===== config.mk =====
export PLATFORM = sky130hd
export DESIGN_NAME = nand_page_reader
export DESIGN_NICKNAME = d
export VERILOG_FILES = /design/src/rtl/nand_page_reader.sv
export SDC_FILE = /design/constraint.sdc
export NUM_CORES = 1
export LEC_CHECK = 0
export ABC_AREA = 1
export BUFFER_PORTS_ARGS = -buffer_cell sky130_fd_sc_hd__buf_4
export CORE_UTILIZATION = 40
export CTS_CLUSTER_SIZE = 40
export DETAILED_ROUTE_END_ITERATION = 6
export PLACE_DENSITY = 0.6
export SYNTH_ARGS = -nofsm -noshare
export SYNTH_HDL_FRONTEND = slang
export SYNTH_SLANG_ARGS = --single-unit

===== constraint.sdc =====
create_clock -name clk -period 2.1 [get_ports clk]
set_input_delay 0.42 -clock clk [delete_from_list [all_inputs] [get_ports clk]]
set_output_delay 0.42 -clock clk [all_outputs]
set_load 0.01 [all_outputs]

===== src/rtl/nand_page_reader.sv =====
module nand_page_reader #(
  parameter int PAGE_BYTES = 2112,
  parameter int COL_W      = 12,
  parameter int ROW_W      = 24,
  parameter int LEN_W      = 12,
  parameter int T_SETUP    = 2,
  parameter int T_HOLD     = 2,
  parameter int T_WB       = 4,
  parameter int T_WHR      = 6,
  parameter int T_RE_LO    = 2,
  parameter int T_RE_HI    = 2,
  parameter int CNT_W      = 8
) (
  input  logic             clk,
  input  logic             rst_n,
  input  logic             cmd_valid,
  output logic             cmd_ready,
  input  logic             cmd_random,
  input  logic [ROW_W-1:0] cmd_row,
  input  logic [COL_W-1:0] cmd_col,
  input  logic [LEN_W-1:0] cmd_len,
  output logic             rd_valid,
  input  logic             rd_ready,
  output logic [7:0]       rd_data,
  output logic             done,
  output logic             err_nopage,
  output logic             err_overrun,
  output logic             nf_cle,
  output logic             nf_ale,
  output logic             nf_we_n,
  output logic             nf_re_n,
  input  logic             nf_rb_n,
  output logic [7:0]       nf_dq_o,
  output logic             nf_dq_oe,
  input  logic [7:0]       nf_dq_i
);

  localparam logic [CNT_W-1:0] SETUP_C  = CNT_W'(T_SETUP);
  localparam logic [CNT_W-1:0] BYTE_END = CNT_W'(T_SETUP + T_HOLD - 1);
  localparam logic [CNT_W-1:0] WB_END   = CNT_W'(T_WB - 1);
  localparam logic [CNT_W-1:0] WHR_END  = CNT_W'(T_WHR - 1);
  localparam logic [CNT_W-1:0] RLO_END  = CNT_W'(T_RE_LO - 1);
  localparam logic [CNT_W-1:0] RHI_END  = CNT_W'(T_RE_HI - 1);

  typedef enum logic [2:0] {S_IDLE, S_BUS, S_WB, S_BUSY, S_GAP, S_RLO, S_OUT, S_RHI} st_t;

  st_t              st;
  logic [CNT_W-1:0] cnt;
  logic [2:0]       idx;
  logic             rnd_q, ovf_q, page_ok;
  logic [ROW_W-1:0] row_q;
  logic [COL_W-1:0] col_q;
  logic [LEN_W-1:0] rem_q;
  logic [7:0]       dat_q;
  logic             done_q, nopg_q, ovr_q;

  logic [15:0]      col16;
  logic [23:0]      row24;
  logic             seq_cmd;
  logic [7:0]       seq_byte;
  logic [2:0]       last_idx;
  logic [31:0]      avail, len32;
  logic             ovf_next;
  logic [LEN_W-1:0] rem_next;

  assign col16    = 16'(col_q);
  assign row24    = 24'(row_q);
  assign last_idx = rnd_q ? 3'd3 : 3'd6;

  always_comb begin
    seq_cmd  = 1'b0;
    seq_byte = 8'h00;
    if (!rnd_q) begin
      case (idx)
        3'd0: begin seq_cmd = 1'b1; seq_byte = 8'h00; end
        3'd1: seq_byte = col16[7:0];
        3'd2: seq_byte = col16[15:8];
        3'd3: seq_byte = row24[7:0];
        3'd4: seq_byte = row24[15:8];
        3'd5: seq_byte = row24[23:16];
        default: begin seq_cmd = 1'b1; seq_byte = 8'h30; end
      endcase
    end else begin
      case (idx)
        3'd0: begin seq_cmd = 1'b1; seq_byte = 8'h05; end
        3'd1: seq_byte = col16[7:0];
        3'd2: seq_byte = col16[15:8];
        default: begin seq_cmd = 1'b1; seq_byte = 8'hE0; end
      endcase
    end
  end

  always_comb begin
    avail    = (32'(cmd_col) < 32'(PAGE_BYTES)) ? 32'(PAGE_BYTES) - 32'(cmd_col) : 32'd0;
    len32    = 32'(cmd_len);
    ovf_next = len32 > avail;
    rem_next = LEN_W'(ovf_next ? avail : len32);
  end

  always_ff @(posedge clk or negedge rst_n) begin
    if (!rst_n) begin
      st <= S_IDLE; cnt <= '0; idx <= '0; rnd_q <= 1'b0; ovf_q <= 1'b0; page_ok <= 1'b0;
      row_q <= '0; col_q <= '0; rem_q <= '0; dat_q <= '0;
      done_q <= 1'b0; nopg_q <= 1'b0; ovr_q <= 1'b0;
    end else begin
      done_q <= 1'b0;
      nopg_q <= 1'b0;
      ovr_q  <= 1'b0;
      case (st)
        S_IDLE: if (cmd_valid) begin
          if (cmd_random && !page_ok) nopg_q <= 1'b1;
          else begin
            rnd_q <= cmd_random;
            if (!cmd_random) begin row_q <= cmd_row; page_ok <= 1'b0; end
            col_q <= cmd_col;
            rem_q <= rem_next;
            ovf_q <= ovf_next;
            idx   <= '0;
            cnt   <= '0;
            st    <= S_BUS;
          end
        end
        S_BUS: if (cnt == BYTE_END) begin
          cnt <= '0;
          if (idx == last_idx) st <= rnd_q ? S_GAP : S_WB;
          else idx <= idx + 3'd1;
        end else cnt <= cnt + 1'b1;
        S_WB: if (cnt == WB_END) begin cnt <= '0; st <= S_BUSY; end
              else cnt <= cnt + 1'b1;
        S_BUSY: if (nf_rb_n) begin page_ok <= 1'b1; st <= S_GAP; end
        S_GAP: if (cnt == WHR_END) begin
          cnt <= '0;
          if (rem_q == '0) begin st <= S_IDLE; done_q <= 1'b1; ovr_q <= ovf_q; end
          else st <= S_RLO;
        end else cnt <= cnt + 1'b1;
        S_RLO: if (cnt == RLO_END) begin cnt <= '0; dat_q <= nf_dq_i; st <= S_OUT; end
               else cnt <= cnt + 1'b1;
        S_OUT: if (rd_ready) begin
          col_q <= col_q + 1'b1;
          rem_q <= rem_q - 1'b1;
          if (rem_q == LEN_W'(1)) begin st <= S_IDLE; done_q <= 1'b1; ovr_q <= ovf_q; end
          else st <= S_RHI;
        end
        S_RHI: if (cnt == RHI_END) begin cnt <= '0; st <= S_RLO; end
               else cnt <= cnt + 1'b1;
        default: st <= S_IDLE;
      endcase
    end
  end

  assign cmd_ready   = (st == S_IDLE);
  assign nf_we_n     = !(st == S_BUS && cnt < SETUP_C);
  assign nf_cle      = (st == S_BUS) && seq_cmd;
  assign nf_ale      = (st == S_BUS) && !seq_cmd;
  assign nf_dq_oe    = (st == S_BUS);
  assign nf_dq_o     = seq_byte;
  assign nf_re_n     = (st != S_RLO);
  assign rd_valid    = (st == S_OUT);
  assign rd_data     = dat_q;
  assign done        = done_q;
  assign err_nopage  = nopg_q;
  assign err_overrun = ovr_q;


  re_not_busy_chk: assert property (@(posedge clk) disable iff (!rst_n)
    !nf_re_n |-> nf_rb_n);

  nopage_quiet_chk: assert property (@(posedge clk) disable iff (!rst_n)
    (cmd_valid && cmd_ready && cmd_random && !page_ok) |=> (cmd_ready && nf_we_n && !nf_dq_oe));

  stream_hold_chk: assert property (@(posedge clk) disable iff (!rst_n)
    (rd_valid && !rd_ready) |=> (rd_valid && $stable(rd_data)));

  we_latch_kind_chk: assert property (@(posedge clk) disable iff (!rst_n)
    $rose(nf_we_n) |-> (nf_cle ^ nf_ale));

  col_in_page_chk: assert property (@(posedge clk) disable iff (!rst_n)
    rd_valid |-> (32'(col_q) < 32'(PAGE_BYTES)));

  done_idle_chk: assert property (@(posedge clk) disable iff (!rst_n)
    done |-> (cmd_ready && !rd_valid && nf_re_n));

endmodule


-- Word-level counts from Yosys, hierarchy flattened
Index checks and enable logic that the tools add are counted.
- equal/unequal tests: 30
- reduce and logical (&&, ||, !) cells: 26
- add/sub/neg operators: 5
- bitwise gates (word level): 2
- order comparisons: 3
- multiplexer cells: 60
- operator list (operator ; count):
    two-way mux 12 bit ; 7
    two-way mux 3 bit ; 18
    two-way mux 8 bit ; 6
    case mux 12 bit (2 select lines) ; 2
    case mux 8 bit (6 select lines) ; 1
    > comparator 12 x 32 -> 1 bit ; 1
    two-way mux 32 bit ; 1
    case mux 8 bit (4 select lines) ; 1
    case mux 3 bit (8 select lines) ; 1
    case mux 8 bit (3 select lines) ; 1
    equality test 3 bit, second input constant ; 6
    two-way mux 1 bit ; 18
    inequality test 2 bit, second input constant ; 9
    subtractor 12 x 12 -> 13 bit, first input constant ; 1
    adder 12 x 1 -> 12 bit, second input constant ; 1
    equality test 12 x 1 -> 1 bit, second input constant ; 1
    equality test 3 x 2 -> 1 bit, second input constant ; 4
    logical NOT 12 bit ; 1
    < comparator 12 bit, second input constant ; 1
    subtractor 12 x 1 -> 12 bit, second input constant ; 1
    AND reduction 10 bit ; 1
    AND reduction 5 bit ; 2
    adder 8 x 1 -> 8 bit, second input constant ; 1
    equality test 8 x 1 -> 1 bit, second input constant ; 1
    other kinds (21) ; 39
- bits in registers: 76

-- Logic depth before layout (Yosys ltp)
- depth after elaboration: 7
- mapped depth: 25
- depth with buffers taken out: 23

-- Worst setup path after synthesis
Ideal clock, no wire load.
- path kind: input-to-reg
- start point: in cmd_col[0]
- end point: reg rem_q[10]
- arrival time: 2.652 ns
- library setup time: 0.122 ns
- stages: 19
- path buffers: 1
- setup slack: -0.674 ns
- cells stage by stage: inv_1 ha_1 nand2_1 nor2_1 nand2_1 xor2_1 nor2_1 inv_1 ha_1 nand2_1 nor2_1 nand4_1 nor2_1 inv_1 nand3_1 buf_2 nand2_1 nand3_1 a21oi_1
- cells in the longest elaborated chain, start to end: 7
- RTL lines (item ; RTL line ; text):
    start: declaration ; 20 ; input logic [COL_W-1:0] cmd_col,
    subtractor 12 x 12 -> 13 bit / < comparator 12 bit (equally long branches) ; 94 ; avail = (32'(cmd_col) < 32'(PAGE_BYTES)) ? 32'(PAGE_BYTES) - 32'(cmd_col) : 32'd0;
    two-way mux 32 bit (*) ; 94 ;
    > comparator 12 x 32 -> 1 bit ; 96 ; ovf_next = len32 > avail;
    two-way mux 12 bit (*) ; 97 ; rem_next = LEN_W'(ovf_next ? avail : len32);
    two-way mux 12 bit (*) ; 111 ; if (cmd_random && !page_ok) nopg_q <= 1'b1;
    two-way mux 12 bit (*) ; 110 ; S_IDLE: if (cmd_valid) begin
    case mux 12 bit (2 select lines) (*) ; 109 ; case (st)
    end signal: assignment ; 116 ; rem_q <= rem_next;
    end signal: assignment ; 140 ; rem_q <= rem_q - 1'b1;
    end: declaration ; 53 ; logic [LEN_W-1:0] rem_q;
Mark *: on every way between the ends. The rest lies on a longest branch, timed or not. The select of a mux whose other input is x is not followed.
A chain may end at the register's enable or synchronous reset.

-- Worst setup path after layout
- start point: in cmd_col[0]
- end point: reg rem_q[6]
Same word-level chain as after synthesis.

==> metrics.csv <==
metric,value,unit
netlist-cell-type-count,39,
htree_levels,3,
synth_fa_ha_area_share,5.65,%
final_nets,957,
fin_skew,0.00796,ns
antenna_found_initial,0,
via_per_inst,5.03,
syn_nets,796,
finalWorstSetupSlack,-0.314,ns
cp_slowest_stage_delay,0.28,ns
drc,0,
clockRootBuffer,clkbuf_16,
start_kind,input port,
pre_cts_slack,-0.830,ns
synthSimpleGateAreaFrac,26.5,%
max_freq,414,MHz
r2r_cells,9,
dp_hpwl,11.1,mm
yosys.area_share.xor_xnor,2.92,%
numPortBuffers,87,
synthFlopType,dfrtp_1,
p_total,0.00890,W
sw_frac_of_total,41.6,%
setup_viol_count_final,23,
intPower,0.00519,W
min_period,2.41,ns
r2r-end,st[2]$_DFFE_PN0P_,
switchingPower,0.00371,W
cts_tree,yes,
drt_pre_antenna_iters,4,
routedWlPerCell,14.2,um
dieArea,13200,um2
num_vias,5258,
slew_headroom,71.2,%
drt_iter0_markers,272,
place_congestion,0.964,
diodes,0,
grt_usage,23.4,%
postSynth.asyncResetShare,100,%
synthMuxAreaShare,3.09,%
numClockSinks,76,
grt_pass1_vias,5185,
path_max_fanout,7,
worst-r2r-setup-slack,0.15,ns
critPathSlowestCell,ha_1,
postRouteAntennaNets,0,
violations,setup timing,
final_cells,1045,
power_density,1180,nW/um2
crit_chain,buf_8 > inv_8 > ha_4 > nand2_4 > nor2_4 > a21oi_2 > xor2_1 > nor2_1 > inv_1 > ha_1 > nand4_1 > inv_1 > nand2_2 > nand2_4 > nand3_4 > nand2_2 > nand3_2 > nand2_1 > nand2_1,
tightest_slew,0.431,ns
r2r_start,idx[0]$_DFFE_PN0P_,
drive_gt1_share,37.5,%
synth_area_per_cell,7.17,um2
grt_max_degree,44,
crit_start,cmd_col[0],
critPathKind,input port to register,
wl,14.9,mm
p_clk_share,19.4,%
yosys-top-cells-count,"nand2_1 (151), inv_1 (110), nor2_1 (77)",
synth_area_leaders,"dfrtp_1 (37%), nand2_1 (11%), inv_1 (8.1%)",
cellLeakagePower,3.64,nW
yosysWarningCount,0,
insertion_delay,0.34,ns
hp-class,input port to register,
rows,40,
synth_compound_area_share,14.5,%
gr-total-overflow,0,
ys_seq_area_share,37.3,%
fin_crit_sh,115,%
initial_utilization,41.7,%
endpoint_kind,register,
rsz0062_at_grt,true,
ys_ff_latch,76,
netlist_area,5100,um2
required,2.33,ns
yosysTopAreaCellShare,37.3,%
core_area,12200,um2
synth_top_family_by_area,simple AND/OR/NAND/NOR gates,
synth_edf_count,0,
yosysMostFrequentCell,nand2_1,
clk_pin_slew,0.07,ns
slew_viol_final,0,
outcome,"complete, but fails checks",
maxCapViolations,0,
grt_first_pass_wirelength,24.3,mm
clockBufferDepth,2,
arrival,2.64,ns
power_frac_comb,51.6,%
die_h,115,um
seqPwrFrac,28.9,%
die_x,115,um
synth_cells,711,
ir_drop,0.530,mV
finalHoldViolCount,0,
ios,88,
yosysTopAreaCell,dfrtp_1,
syn2layout_area_growth,47.5,%
cts-buffers-inserted,9,
endpoint,rem_q[6]$_DFFE_PN0P_,
post-place-cells,1011,
-- cell usage in the layout (no fill, tap or decap), drive strengths merged, types with 6 or more instances in the layout --
cell / Yosys / final
xor2: 14 / 14
a21oi: 37 / 37
mux2: 14 / 14
ha: 23 / 23
nor3: 11 / 11
nand3: 54 / 55
nand2: 152 / 152
o21ai: 73 / 73
dfrtp: 76 / 76
inv: 113 / 115
buf: 10 / 167
nand4: 12 / 12
clkbuf: 9 / 10
o22ai: 6 / 6
nor2: 80 / 80
-- power by group through the flow --
stage	registers (W)	clock network, W	logic, W
floorplan	0.00250	0	0.00254
global placement	0.00254	0	0.00388
detailed placement	0.00256	0	0.00396
CTS	0.00256	0.00176	0.00433
global route	0.00266	0.00181	0.00514
finish	0.00257	0.00173	0.00460
-- cell type report --
cell class              count  area (um2)
clock inverters             6        93.8
clock buffers              10         239
flip-flops and latches     76        1900
fillers                  1105        4690
well taps                 168         210
repair buffers            168        1360
inverters                 113         454
multi-input cells         504        3260
-- state kept, by name (all words and copies together), names as in the netlist --
signal,flops
done,1
err_overrun,1
col_q,12
st,3
cnt,8
rnd_q,1
ovf_q,1
rd_data,8
row24,24
rem_q,12
page_ok,1
idx,3
err_nopage,1
-- per-stage QoR --
step                      instance area, um2  hold slack [ns]  utilization [%]  setup TNS (ns)
final                                   7520            0.285             61.6           -4.66
after global routing                    7520            0.293             61.6           -7.05
after CTS                               7300            0.275             59.8           -3.61
after detailed placement                6460            0.250             52.9          -10.26
after global placement                  6460            0.248             52.9          -10.24
after floorplan                         5200            0.124                -           -4.31
-- worst min path at each step --
stage	startpoint	end	depth (start not counted)
3_5_place_dp	rst_n	row24[0]$_DFFE_PN0P_	1
4_1_cts	cmd_row[9]	row24[9]$_DFFE_PN0P_	3
5_1_grt	cmd_row[14]	row24[14]$_DFFE_PN0P_	3
3_3_place_gp	rst_n	row24[0]$_DFFE_PN0P_	1
2_1_floorplan	rst_n	cnt[0]$_DFFE_PN0P_	0
6_report	cmd_row[4]	row24[4]$_DFFE_PN0P_	3
-- routing by layer --
layer	vias up	part of all wire (%)	GRT usage, %
li1	2634	-	-
met1	2483	45	29.5
met2	114	49	40.7
met3	27	4.1	4.48
met4	0	1.9	6.58
met5	-	0	0
-- repair_timing --
item | 4_1_cts | 5_1_grt
endpoints found under the setup margin | 23 | 33
pin swaps | 55 | 34
hold buffers | 1 | 0
gates cloned | 2 | 0
buffers inserted | 12 | 4
hold endpoints to repair | 6 | 0
gates resized for setup | 118 | 52
-- logic make-up (layout without fill, tap and decap cells) --
| family | after synthesis | count (layout) |
|---|---|---|
| buf+inv | 132 | 297 |
| fa+ha+maj | 23 | 23 |
| compound gates | 136 | 136 |
| mux | 14 | 14 |
| flops | 76 | 76 |
| simple gates | 313 | 314 |
| xor+xnor | 17 | 17 |
-- critical path, delay by kind of cell --
| kind | cells | cell delay [ns] |
|---|---|---|
| simple gates | 11 | 1.22 |
| fa+ha+maj | 2 | 0.42 |
| buf+inv | 4 | 0.33 |
| xor+xnor | 1 | 0.16 |
| compound gates | 1 | 0.08 |
Power figures use the tool's default switching activity.
